[src/rtl/sdhc_irq_pkg.sv]
package sdhc_irq_pkg;

    localparam int STAT_W = 32;
    localparam int IEN_W  = 19;

    // status positions decoded by neighbouring logic and software
    localparam int ST_INSERT   = 31;
    localparam int ST_REMOVE   = 30;
    localparam int ST_UNDERRUN = 25;
    localparam int ST_OVERFLOW = 24;
    localparam int ST_SDIO     = 14;
    localparam int ST_CMD_END  = 13;
    localparam int ST_WR_DONE  = 12;
    localparam int ST_RD_DONE  = 11;
    localparam int ST_CLK_RUN  = 8;
    localparam int ST_RD_RDY   = 7;
    localparam int ST_WR_RDY   = 6;

    localparam logic [STAT_W-1:0] STICKY_MASK = 32'hC300_782F;
    localparam logic [STAT_W-1:0] LEVEL_MASK  = 32'h3C00_07C0;
    localparam logic [STAT_W-1:0] ERROR_MASK  = 32'h0000_002F;
    localparam logic [IEN_W-1:0]  IEN_IMPL    = 19'h7_F01F;

    // routing codes returned by ien_source
    localparam int SRC_NONE = -2;
    localparam int SRC_DAT0 = -1;

    typedef struct packed {
        logic [3:0] buf_flags;
        logic [1:0] wcrc_code;
        logic       clk_run;
        logic       rd_rdy;
        logic       wr_rdy;
    } level_t;

    typedef struct packed {
        logic irq;
        logic wake;
    } req_t;

    // status index watched by an enable bit
    function automatic int ien_source(input int en_bit);
        case (en_bit)
            0:       return ST_RD_DONE;
            1:       return ST_WR_DONE;
            2:       return ST_CMD_END;
            3:       return ST_WR_RDY;
            4:       return ST_RD_RDY;
            12:      return SRC_DAT0;
            13:      return ST_SDIO;
            14:      return ST_REMOVE;
            15:      return ST_INSERT;
            16:      return ST_REMOVE;
            17:      return ST_INSERT;
            18:      return ST_SDIO;
            default: return SRC_NONE;
        endcase
    endfunction

    // enable bits that feed the wake-up request
    function automatic bit ien_is_wake(input int en_bit);
        return (en_bit >= 16) && (en_bit <= 18);
    endfunction

    function automatic logic [STAT_W-1:0] place_levels(input level_t l);
        logic [STAT_W-1:0] v;
        v = '0;
        v[29:26]      = l.buf_flags;
        v[10:9]       = l.wcrc_code;
        v[ST_CLK_RUN] = l.clk_run;
        v[ST_RD_RDY]  = l.rd_rdy;
        v[ST_WR_RDY]  = l.wr_rdy;
        return v;
    endfunction

endpackage

[src/rtl/sdhc_stat_reg.sv]
module sdhc_stat_reg
    import sdhc_irq_pkg::*;
#(
    parameter int                W   = STAT_W,
    parameter logic [W-1:0]      STK = STICKY_MASK,
    parameter logic [W-1:0]      LVL = LEVEL_MASK
) (
    input  logic         clk,
    input  logic         rst,
    input  logic [W-1:0] set_i,
    input  logic [W-1:0] lvl_i,
    input  logic         clr_en_i,
    input  logic [W-1:0] clr_i,
    output logic [W-1:0] stat_o
);

    for (genvar b = 0; b < W; b++) begin : g_bit
        if (STK[b]) begin : g_sticky
            logic q;
            always_ff @(posedge clk) begin
                if (rst)
                    q <= 1'b0;
                else if (set_i[b])
                    q <= 1'b1;
                else if (clr_en_i && clr_i[b])
                    q <= 1'b0;
            end
            assign stat_o[b] = q;
        end else if (LVL[b]) begin : g_level
            logic q;
            always_ff @(posedge clk) begin
                if (rst)
                    q <= 1'b0;
                else
                    q <= lvl_i[b];
            end
            assign stat_o[b] = q;
        end else begin : g_zero
            assign stat_o[b] = 1'b0;
        end
    end

    logic unused_inputs;
    assign unused_inputs = ^(set_i & ~STK) ^ ^(clr_i & ~STK) ^ ^(lvl_i & ~LVL);

endmodule

[src/rtl/sdhc_ien_reg.sv]
module sdhc_ien_reg
    import sdhc_irq_pkg::*;
#(
    parameter int           W    = IEN_W,
    parameter logic [W-1:0] IMPL = IEN_IMPL
) (
    input  logic         clk,
    input  logic         rst,
    input  logic         wr_i,
    input  logic [W-1:0] wdata_i,
    output logic [W-1:0] ien_o
);

    for (genvar b = 0; b < W; b++) begin : g_en
        if (IMPL[b]) begin : g_impl
            logic q;
            always_ff @(posedge clk) begin
                if (rst)
                    q <= 1'b0;
                else if (wr_i)
                    q <= wdata_i[b];
            end
            assign ien_o[b] = q;
        end else begin : g_none
            assign ien_o[b] = 1'b0;
        end
    end

    logic unused_wdata;
    assign unused_wdata = ^(wdata_i & ~IMPL);

endmodule

[src/rtl/sdhc_irq_merge.sv]
module sdhc_irq_merge
    import sdhc_irq_pkg::*;
#(
    parameter int SW = STAT_W,
    parameter int EW = IEN_W
) (
    input  logic          clk,
    input  logic          rst,
    input  logic [SW-1:0] stat_i,
    input  logic [EW-1:0] ien_i,
    input  logic          dat0_i,
    output req_t          req_o
);

    logic [EW-1:0] irq_term;
    logic [EW-1:0] wake_term;

    for (genvar e = 0; e < EW; e++) begin : g_term
        localparam int SRC = ien_source(e);
        if (SRC == SRC_DAT0) begin : g_dat0
            assign irq_term[e]  = ien_i[e] & dat0_i;
            assign wake_term[e] = 1'b0;
        end else if (SRC < 0) begin : g_off
            assign irq_term[e]  = 1'b0;
            assign wake_term[e] = 1'b0;
        end else if (ien_is_wake(e)) begin : g_wake
            assign irq_term[e]  = 1'b0;
            assign wake_term[e] = ien_i[e] & stat_i[SRC];
        end else begin : g_irq
            assign irq_term[e]  = ien_i[e] & stat_i[SRC];
            assign wake_term[e] = 1'b0;
        end
    end

    req_t req_d;
    assign req_d.irq  = |irq_term;
    assign req_d.wake = |wake_term;

    always_ff @(posedge clk) begin
        if (rst)
            req_o <= '0;
        else
            req_o <= req_d;
    end

    logic unused_stat;
    assign unused_stat = ^stat_i;

endmodule

[src/rtl/sdhc_irq_ctrl.sv]
module sdhc_irq_ctrl
    import sdhc_irq_pkg::*;
(
    input  logic              clk,
    input  logic              rst,
    input  logic [STAT_W-1:0] event_i,
    input  logic [3:0]        buf_flags_i,
    input  logic [1:0]        wcrc_code_i,
    input  logic              card_clk_run_i,
    input  logic              rd_ready_i,
    input  logic              wr_ready_i,
    input  logic              dat0_i,
    input  logic              stat_wr_i,
    input  logic [STAT_W-1:0] stat_wdata_i,
    input  logic              ien_wr_i,
    input  logic [IEN_W-1:0]  ien_wdata_i,
    output logic [STAT_W-1:0] status_o,
    output logic [IEN_W-1:0]  ien_o,
    output logic              irq_o,
    output logic              wake_o
);

    level_t            lvl;
    logic [STAT_W-1:0] lvl_vec;
    req_t              req;

    assign lvl.buf_flags = buf_flags_i;
    assign lvl.wcrc_code = wcrc_code_i;
    assign lvl.clk_run   = card_clk_run_i;
    assign lvl.rd_rdy    = rd_ready_i;
    assign lvl.wr_rdy    = wr_ready_i;
    assign lvl_vec       = place_levels(lvl);

    sdhc_stat_reg #(
        .W   (STAT_W),
        .STK (STICKY_MASK),
        .LVL (LEVEL_MASK)
    ) u_stat (
        .clk      (clk),
        .rst      (rst),
        .set_i    (event_i),
        .lvl_i    (lvl_vec),
        .clr_en_i (stat_wr_i),
        .clr_i    (stat_wdata_i),
        .stat_o   (status_o)
    );

    sdhc_ien_reg #(
        .W    (IEN_W),
        .IMPL (IEN_IMPL)
    ) u_ien (
        .clk     (clk),
        .rst     (rst),
        .wr_i    (ien_wr_i),
        .wdata_i (ien_wdata_i),
        .ien_o   (ien_o)
    );

    sdhc_irq_merge #(
        .SW (STAT_W),
        .EW (IEN_W)
    ) u_merge (
        .clk    (clk),
        .rst    (rst),
        .stat_i (status_o),
        .ien_i  (ien_o),
        .dat0_i (dat0_i),
        .req_o  (req)
    );

    assign irq_o  = req.irq;
    assign wake_o = req.wake;

endmodule

[config.mk]
export PLATFORM = sky130hd
export DESIGN_NAME = sdhc_irq_ctrl
export DESIGN_NICKNAME = d
export VERILOG_FILES = /design/src/rtl/sdhc_irq_pkg.sv /design/src/rtl/sdhc_stat_reg.sv /design/src/rtl/sdhc_ien_reg.sv /design/src/rtl/sdhc_irq_merge.sv /design/src/rtl/sdhc_irq_ctrl.sv
export SDC_FILE = /design/constraint.sdc
export NUM_CORES = 1
export LEC_CHECK = 0
export ABC_AREA = 1
export BUFFER_PORTS_ARGS = -buffer_cell sky130_fd_sc_hd__buf_2
export CAP_MARGIN = 25
export CORE_MARGIN = 2
export CORE_UTILIZATION = 30
export DETAILED_ROUTE_END_ITERATION = 16
export GPL_ROUTABILITY_DRIVEN = 0
export PLACE_DENSITY = 0.67
export SLEW_MARGIN = 30
export SYNTH_ARGS = -nofsm -noshare
export SYNTH_HDL_FRONTEND = slang
export SYNTH_SLANG_ARGS = --single-unit
[constraint.sdc]
create_clock -name clk -period 1.45 [get_ports clk]
set_input_delay 0.3625 -clock clk [delete_from_list [all_inputs] [get_ports clk]]
set_output_delay 0.3625 -clock clk [all_outputs]
set_load 0.01 [all_outputs]
* Word level (Yosys, flattened, before mapping)
Index checks and enable logic that the tools add are counted.
** Cells by class
- $add $sub $neg :: 0
- Multiply operators :: 0
- Div/mod/pow operators :: 0
- $lt $le $gt $ge :: 0
- Eq/ne operators :: 0
- Shift-type cells :: 0
- Muxes and demuxes :: 26
- Bitwise logic cells :: 12
- Reductions and logical operators :: 28
** Operators by type and width (number)
- 2-to-1 mux 1 bit :: 26
- nonzero test 2 bit :: 13
- logical AND 1 bit :: 13
- bitwise AND 1 bit :: 12
- OR reduction 9 bit :: 1
- OR reduction 3 bit :: 1
** Storage, ports and cells
- Bits in registers :: 36
- Bits in latches :: 0
- Memory bits (writable) :: 0
- Memory bits (read-only) :: 0
- Output and inout bits :: 53
- Word-level logic and storage cells :: 102
- Memories kept :: 0

* Logic depth before layout (Yosys ltp)
Gate-level depths: netlist of the first run.
- Depth in word-level cells :: 3
- Gate-level depth with buffers :: 6

* By module
Synthesis of the first run repeated with hierarchy kept, for this count alone.
** Unflattened totals
- Cells, all modules :: 248
- Area total of the unflattened synthesis :: 1765.4 µm²
** By module, submodules not included
- sdhc_stat_reg :: times used 1, cells each 128, area an instance 992.2 µm²
- sdhc_ien_reg :: times used 1, cells each 96, area an instance 643.1 µm²
- sdhc_irq_merge :: times used 1, cells each 23, area an instance 126.4 µm²
- sdhc_irq_ctrl :: times used 1, cells each 1, area an instance 3.8 µm²

* Least setup slack after synthesis of the first run
No wires, ideal clock.
- Path type :: flip-flop to output port
- Start :: register u_stat.g_bit[14].g_sticky.q
- End :: output port status_o[14]
- Arrival time :: 0.459 ns
- Data required time :: 1.087 ns
- Path slack :: 0.628 ns
- Stages on the path, launching flop included :: 2
- Buffers on the path :: 1
- Cells stage by stage :: dfxtp_1 buf_4
** RTL lines
- start: declaration :: RTL line sdhc_stat_reg.sv:19 : logic q;
- start signal: assignment :: RTL line sdhc_stat_reg.sv:22 : q <= 1'b0;
- start signal: assignment :: RTL line sdhc_stat_reg.sv:24 : q <= 1'b1;
- start signal: assignment :: RTL line sdhc_stat_reg.sv:26 : q <= 1'b0;
- end: declaration :: RTL line sdhc_irq_ctrl.sv:17 : output logic [STAT_W-1:0] status_o,
No word-level cell between the ends.

* Final worst setup path of the first run
- Start :: register u_stat.g_bit[14].g_sticky.q
- End :: output port status_o[14]
No word-level cell between the ends.

==> out/metrics.yaml, run 1 <==
layout_commonest_cell: "buf_2"
nNetsFinal: 366
path_buf_inv: 1
vdd.ir_drop.worst_mv: 0.4340
cp-end-kind: "primary output"
syn_area_per_cell_um2: 7.641
path_cells: "buf_2"
grt_pass1_vias: 1200
power_density_nw_per_um2: 1092
hold_buffers: 0
path_delay_family: "flip-flops"
setup_tns_ps: 0
dp.cells: 332
place_hpwl_um: 2685
cts_root_buf: "clkbuf_8"
cts_setup_buffers: 0
critPathMaxStageDelay_ps: 450
start_util_pct: 31.56
die_y_um: 78
drt-initial-drc-count: 28
drv_slew: 0
routed-via-count: 1338
status: "completed"
cp_data_required_time_ps: 1090
clock_sinks: 36
grt_use_total_pct: 11.49
grt_pass1_wl_um: 5513
cts_tree: "yes"
grt_start_max_net_pins: 22
min_path_cells: 3
coreArea_um2: 5205
port_buffers: 87
fmax_mhz: 794.3
cp_num_cells: 1
min_path_type: "primary input to register"
setup_viol: 0
synth_cell_types: 13
syn_area_um2: 1643
overflow: 0
drive_above_1_share_pct: 35.32
num_rows: 26
instances_no_fill: 339
seq_area_frac_synth_pct: 43.87
ys_ff_latch: 36
cts_resized: 0
ys_warn_count: 0
fin_crit_ps: 1259
p_leak_nw: 1.067
postRouteAntennaNets: 0
post-route-drc-count: 0
crit_arrival_ps: 900
power_mw: 2.054
dieWidth_um: 78
syn_to_final_growth_pct: 14.47
crit_slowest_cell: "dfxtp_1"
startpoint_type: "register"
cts_inserted_buffers: 5
finClkSkew_ps: 1.580
cts_max_level: 2
synth_cells: 215
routed_wl_um: 3465
diodes: 0
cts_buffer_depth: 2
holdWs_ps: 285.7
path_clk_slew_ps: 70
crit_fanout: 4
hold_violations: 0
antenna_found_initial: 0
vias_per_cell: 3.947
synth_area_leaders: "dfxtp_1, buf_4, nor2_1, nand2_1, a21oi_1"
insertion_delay_ps: 270
rsz0062_at_grt: "false"
firstDrtPassIters: 4
yosys.area.top_type: "dfxtp_1"
period_share_pct: 86.83
ios: 150
mostFrequentLayoutCells: "buf_2, nor2_1, dfxtp_1"
routedWlPerCell_um: 10.22
fp.dieArea_um2: 6084
maxCapViolCount: 0
reg2reg_depth: 6
critical_path_class: "register to primary output"
synth_top_area_share_pct: 43.87
==> synth_stat cells (all sizes together) <==
cell	count
o21ai	12
nor2	48
nand2	31
a21oi	13
inv	15
conb	1
nand3	2
dfxtp	36
buf	57
==> cells by family (layout without fill, tap and decap cells) <==
| family | Yosys count | in the layout | synth area share, % |
|---|---|---|---|
| compound gates | 25 | 25 | 7.616 |
| flops | 36 | 36 | 43.87 |
| simple gates | 81 | 81 | 18.66 |
| buf+inv | 72 | 110 | 29.63 |
| other cells | 1 | 17 | 0.2283 |
==> cell type report <==
type / count / area, um^2
Multi-Input combinational cell: 123 / 495.5
Clock inverter: 1 / 5.005
Timing Repair Buffer: 88 / 442.9
Fill cell: 604 / 3324
Clock buffer: 6 / 72.57
Sequential cell: 36 / 720.7
Tap cell: 70 / 87.58
Inverter: 15 / 56.30
==> layer usage <==
layer	GRT usage [%]	vias up	wire, um
li1	-	688	-
met1	14.13	583	1538
met4	4.211	0	23
met2	19.05	62	1610
met5	0	-	0
met3	3.256	5	292
==> sequential cells by signal, indices dropped and copies added (netlist names) <==
register                 flops
u_ien.g_en.g_impl.q         12
u_stat.g_bit.g_level.q       9
u_stat.g_bit.g_sticky.q     13
u_merge.req_o                2
==> metrics by stage <==
step	utilization [%]	setup WS, ps	cell area [um^2]
6_report	36.13	191.0	1881
5_1_grt	36.13	139.8	1881
4_1_cts	36.13	166.0	1881
3_5_place_dp	34.64	277.1	1803
3_3_place_gp	34.64	292.0	1803
2_1_floorplan	-	628.2	1703
==> where the power goes <==
group	total (mW)	internal [mW]	leakage, nW	switching [mW]
Combinational	0.305	0.136	0.726	0.169
Clock	0.651	0.326	0.0410	0.325
Sequential	1.10	1.06	0.300	0.0426
Total	2.05	1.52	1.07	0.536
==> path summary, 6_finish.rpt <==
| path | start | end | slack [ps] |
|---|---|---|---|
| worst max-delay path | u_stat.g_bit[14].g_sticky.q | status_o[14] | 190 |
| worst min-delay path | wr_ready_i | u_stat.g_bit[6].g_level.q | 290 |
| worst min register to register | u_stat.g_bit[2].g_sticky.q | u_stat.g_bit[2].g_sticky.q | 480 |
| worst max register to register | u_stat.g_bit[14].g_sticky.q | u_merge.req_o[1] | 600 |
(Power assumes the default switching activity.)
==> inputs of run 2 (changes only) <==
--- a/config.mk
+++ b/config.mk
@@ -5,14 +5,15 @@
 export SDC_FILE = /design/constraint.sdc
 export NUM_CORES = 1
 export LEC_CHECK = 0
-export ABC_AREA = 1
 export BUFFER_PORTS_ARGS = -buffer_cell sky130_fd_sc_hd__buf_2
 export CAP_MARGIN = 25
+export CELL_PAD_IN_SITES_DETAIL_PLACEMENT = 1
+export CELL_PAD_IN_SITES_GLOBAL_PLACEMENT = 2
 export CORE_MARGIN = 2
-export CORE_UTILIZATION = 30
+export CORE_UTILIZATION = 19
 export DETAILED_ROUTE_END_ITERATION = 16
 export GPL_ROUTABILITY_DRIVEN = 0
-export PLACE_DENSITY = 0.67
+export PLACE_DENSITY = 0.83
 export SLEW_MARGIN = 30
 export SYNTH_ARGS = -nofsm -noshare
 export SYNTH_HDL_FRONTEND = slang
==> constraint.sdc (replaced) <==
create_clock -name clk -period 1.45 [get_ports clk]
set_input_delay 0.3625 -clock clk [delete_from_list [all_inputs] [get_ports clk]]
set_output_delay 0.3625 -clock clk [all_outputs]
set_load 0.1 [all_outputs]
==> run 2 against run 1 <==
Net effect: hold slack worse by 5.3 ps; first-iteration DRC count is 46% lower; non-clock buffer count is 1 higher; clock-buffer cell count stayed put; combinational power grew to 3.3 times the previous value; synthesized cell count is 20% lower; global-route usage is 2.7 points lower; sequential cell count stayed put; clock skew is 2.5 ps higher; register-to-register slack worse by 200 ps; power is 35% higher; die area is 50% higher; critical path type unchanged.
==> out/metrics.yaml, run 2 <==
status: "completed"  # unchanged
firstDrtPassIters: 4  # unchanged
min_path_type: "primary input to register"  # unchanged
rsz0062_at_grt: "false"  # unchanged
hold_buffers: 0  # unchanged
ios: 150  # unchanged
synth_commonest_cells: "buf_4, dfxtp_1, nor2_1"  # was buf_4, nor2_1, dfxtp_1
finClkSkew_ps: 4.055  # was 1.580 ps
routed-via-count: 1233  # was 1338
fin_util_pct: 26.35  # was 36.13%
largest_register_ffs: 13  # unchanged
postRouteAntennaNets: 0  # unchanged
cts_tree: "yes"  # unchanged
post-route-drc-count: 0  # unchanged
syn_to_final_growth_pct: 35.38  # was 14.47%
seq_area_frac_synth_pct: 45.28  # was 43.87%
clock_sinks: 36  # unchanged
layout_commonest_cell: "buf_2"  # unchanged
num_rows: 33  # was 26
power_density_nw_per_um2: 1287  # was 1092 nW/um^2
die_y_um: 95.52  # was 78 um
grt_pass1_wl_um: 5961  # was 5513 um
period_share_pct: 95.72  # was 86.83%
async_flop_share_pct: 0  # unchanged
yosysMostFrequentCell: "buf_4"  # unchanged
diodes: 0  # unchanged
synth_top_area_share_pct: 45.28  # was 43.87%
maxCapViolCount: 0  # unchanged
fmax_mhz: 720.5  # was 794.3 MHz
grt_pass1_vias: 1175  # was 1200
power_mw: 2.773  # was 2.054 mW
routed_wl_um: 4001  # was 3465 um
startpoint_type: "register"  # unchanged
port_buffers: 87  # unchanged
drv_slew: 0  # unchanged
synth_top_family_by_area: "buffers and inverters"  # unchanged
crit_slowest_cell: "buf_2"  # was dfxtp_1
nNetsFinal: 325  # was 366
synth_compound_area_share_pct: 7.704  # was 7.616%
fillCellCount: 990  # was 604
largestRegisters: "u_stat.g_bit.g_sticky.q (13), u_ien.g_en.g_impl.q (12), u_stat.g_bit.g_level.q (9)"  # unchanged
drive_above_1_share_pct: 42.11  # was 35.32%
synth_cells: 173  # was 215
synth_edf_count: 0  # unchanged
place_area_um2: 2049  # was 1803 um^2
crit_arrival_ps: 1030  # was 900 ps
synth_cell_types: 15  # was 13
r2r_start: "u_ien.g_en[2].g_impl.q"  # was u_stat.g_bit[14].g_sticky.q
cp-end-kind: "primary output"  # unchanged
ys_warn_count: 0  # unchanged
path_cells: "buf_2"  # unchanged
final_cell_area_um2: 2155  # was 1881 um^2
path_clk_slew_ps: 70  # about the same
synth_mux_area_share_pct: 7.547  # was 0%
routedWlPerCell_um: 12.02  # was 10.22 um
crit_fanout: 2  # was 4
setup_tns_ps: 0  # unchanged
place_hpwl_um: 3155  # was 2685 um
ys_ff_latch: 36  # unchanged
insertion_delay_ps: 280  # was 270 ps
hold_violations: 0  # unchanged
regMostFlops: "u_stat.g_bit.g_sticky.q"  # unchanged
syn_area_per_cell_um2: 9.200  # was 7.641 um^2
synth_area_leaders: "dfxtp_1, buf_4, mux2i_1, nor2_1, a21oi_1"  # was dfxtp_1, buf_4, nor2_1, nand2_1, a21oi_1
coreArea_um2: 8175  # was 5205 um^2
overflow: 0  # unchanged
grt_start_max_net_pins: 17  # was 22
vias_per_cell: 3.703  # was 3.947
synth_ff_type: "dfxtp_1"  # unchanged
setup_viol: 0  # unchanged
syn_area_um2: 1592  # was 1643 um^2
synth_xor_xnor_area_share_pct: 0  # unchanged
start_util_pct: 19.47  # was 31.56%
cts_buffer_depth: 2  # unchanged
critPathLaunch: "u_stat.g_bit[25].g_sticky.q"  # was u_stat.g_bit[14].g_sticky.q
path_delay_family: "buffers and inverters"  # was flip-flops
antenna_found_initial: 0  # unchanged
vdd.ir_drop.worst_mv: 0.2795  # was 0.4340 mV
mostFrequentLayoutCells: "buf_2, dfxtp_1, nor2_1"  # was buf_2, nor2_1, dfxtp_1
dieWidth_um: 95.52  # was 78 um
cts_max_level: 2  # unchanged
hp-start: "event_i[0]"  # was wr_ready_i
cts_inserted_buffers: 5  # unchanged
synthAdderAreaFrac_pct: 0  # unchanged
critical_path_class: "register to primary output"  # unchanged
cp_data_required_time_ps: 1090  # about the same
p_leak_nw: 1.044  # was 1.067 nW
fin_crit_ps: 1388  # was 1259 ps
grt_use_total_pct: 8.780  # was 11.49%
cts_setup_buffers: 0  # unchanged
critPathMaxStageDelay_ps: 420  # was 450 ps
yosys.area.top_type: "dfxtp_1"  # unchanged
path_buf_inv: 1  # unchanged
drt-initial-drc-count: 15  # was 28
fp.dieArea_um2: 9124  # was 6084 um^2
cts_root_buf: "clkbuf_8"  # unchanged
synth-simple-area-share_pct: 12.74  # was 18.66%
run 2: cell types whose count changed after synthesis, sizes merged, moves of 2 or more:
cell	change
a222oi	+2
inv	-15
mux2i	+12
nor2b	+9
nor2	-22
nand3	-2
o21ai	-12
nand2	-18
run 2: per-stage QoR:
step	cells	setup slack, ps	hold WS, ps
2_1_floorplan	189	178.5	452.4
6_report	333	62.00	280.4
5_1_grt	333	20.62	278.0
3_3_place_gp	326	320.5	459.7
4_1_cts	333	0.5720	269.8
3_5_place_dp	326	303.1	472.5
run 2: cell families (layout without fill, tap and decap cells):
group | after synthesis | after routing
compound gates | 19 | 19
buf+inv | 57 | 96
flops | 36 | 36
mux | 12 | 12
other cells | 1 | 17
simple gates | 48 | 48
run 2: worst register-to-register path, stage by stage, from the launching register on:
cell      delay [ps]
dfxtp_1          350
a22o_1           260
a221oi_2         200
a31oi_1          110
run 2: final cells by class:
class | instances | area (um^2) | area share, %
clock buffer | 6 | 72.57 | 3.368
clock inverter | 1 | 5.005 | 0.2323
multi-input combinational | 96 | 509.2 | 23.64
sequential | 36 | 720.7 | 33.45
tap | 105 | 131.4 | 6.098
timing repair buffer | 89 | 715.7 | 33.22
run 2: per-layer routing:
metal	track usage [%]	wire length, um	vias up
li1	-	-	599
met3	3.636	426	2
met4	2.857	20	0
met2	14.86	1917	71
met1	9.986	1637	561
met5	0	0	-
run 2: worst paths after layout:
kind,to,slack (ps),depth (start not counted)
max,status_o[25],60,1
min,u_stat.g_bit[0].g_sticky.q,280,3
max reg2reg,u_merge.req_o[1],400,3
min reg2reg,u_stat.g_bit[0].g_sticky.q,480,2
run 2: timing repair:
action / in CTS / in global routing
endpoints found under the setup margin: 3 / 8
hold endpoints to repair: 0 / 0
resized for setup: 3 / 8
run 2: power breakdown:
group / leakage (nW) / internal (mW) / total [mW] / switching [mW]
clock network: 0.0410 / 0.327 / 0.674 / 0.347
registers: 0.299 / 1.05 / 1.11 / 0.0552
logic: 0.704 / 0.234 / 0.992 / 0.758
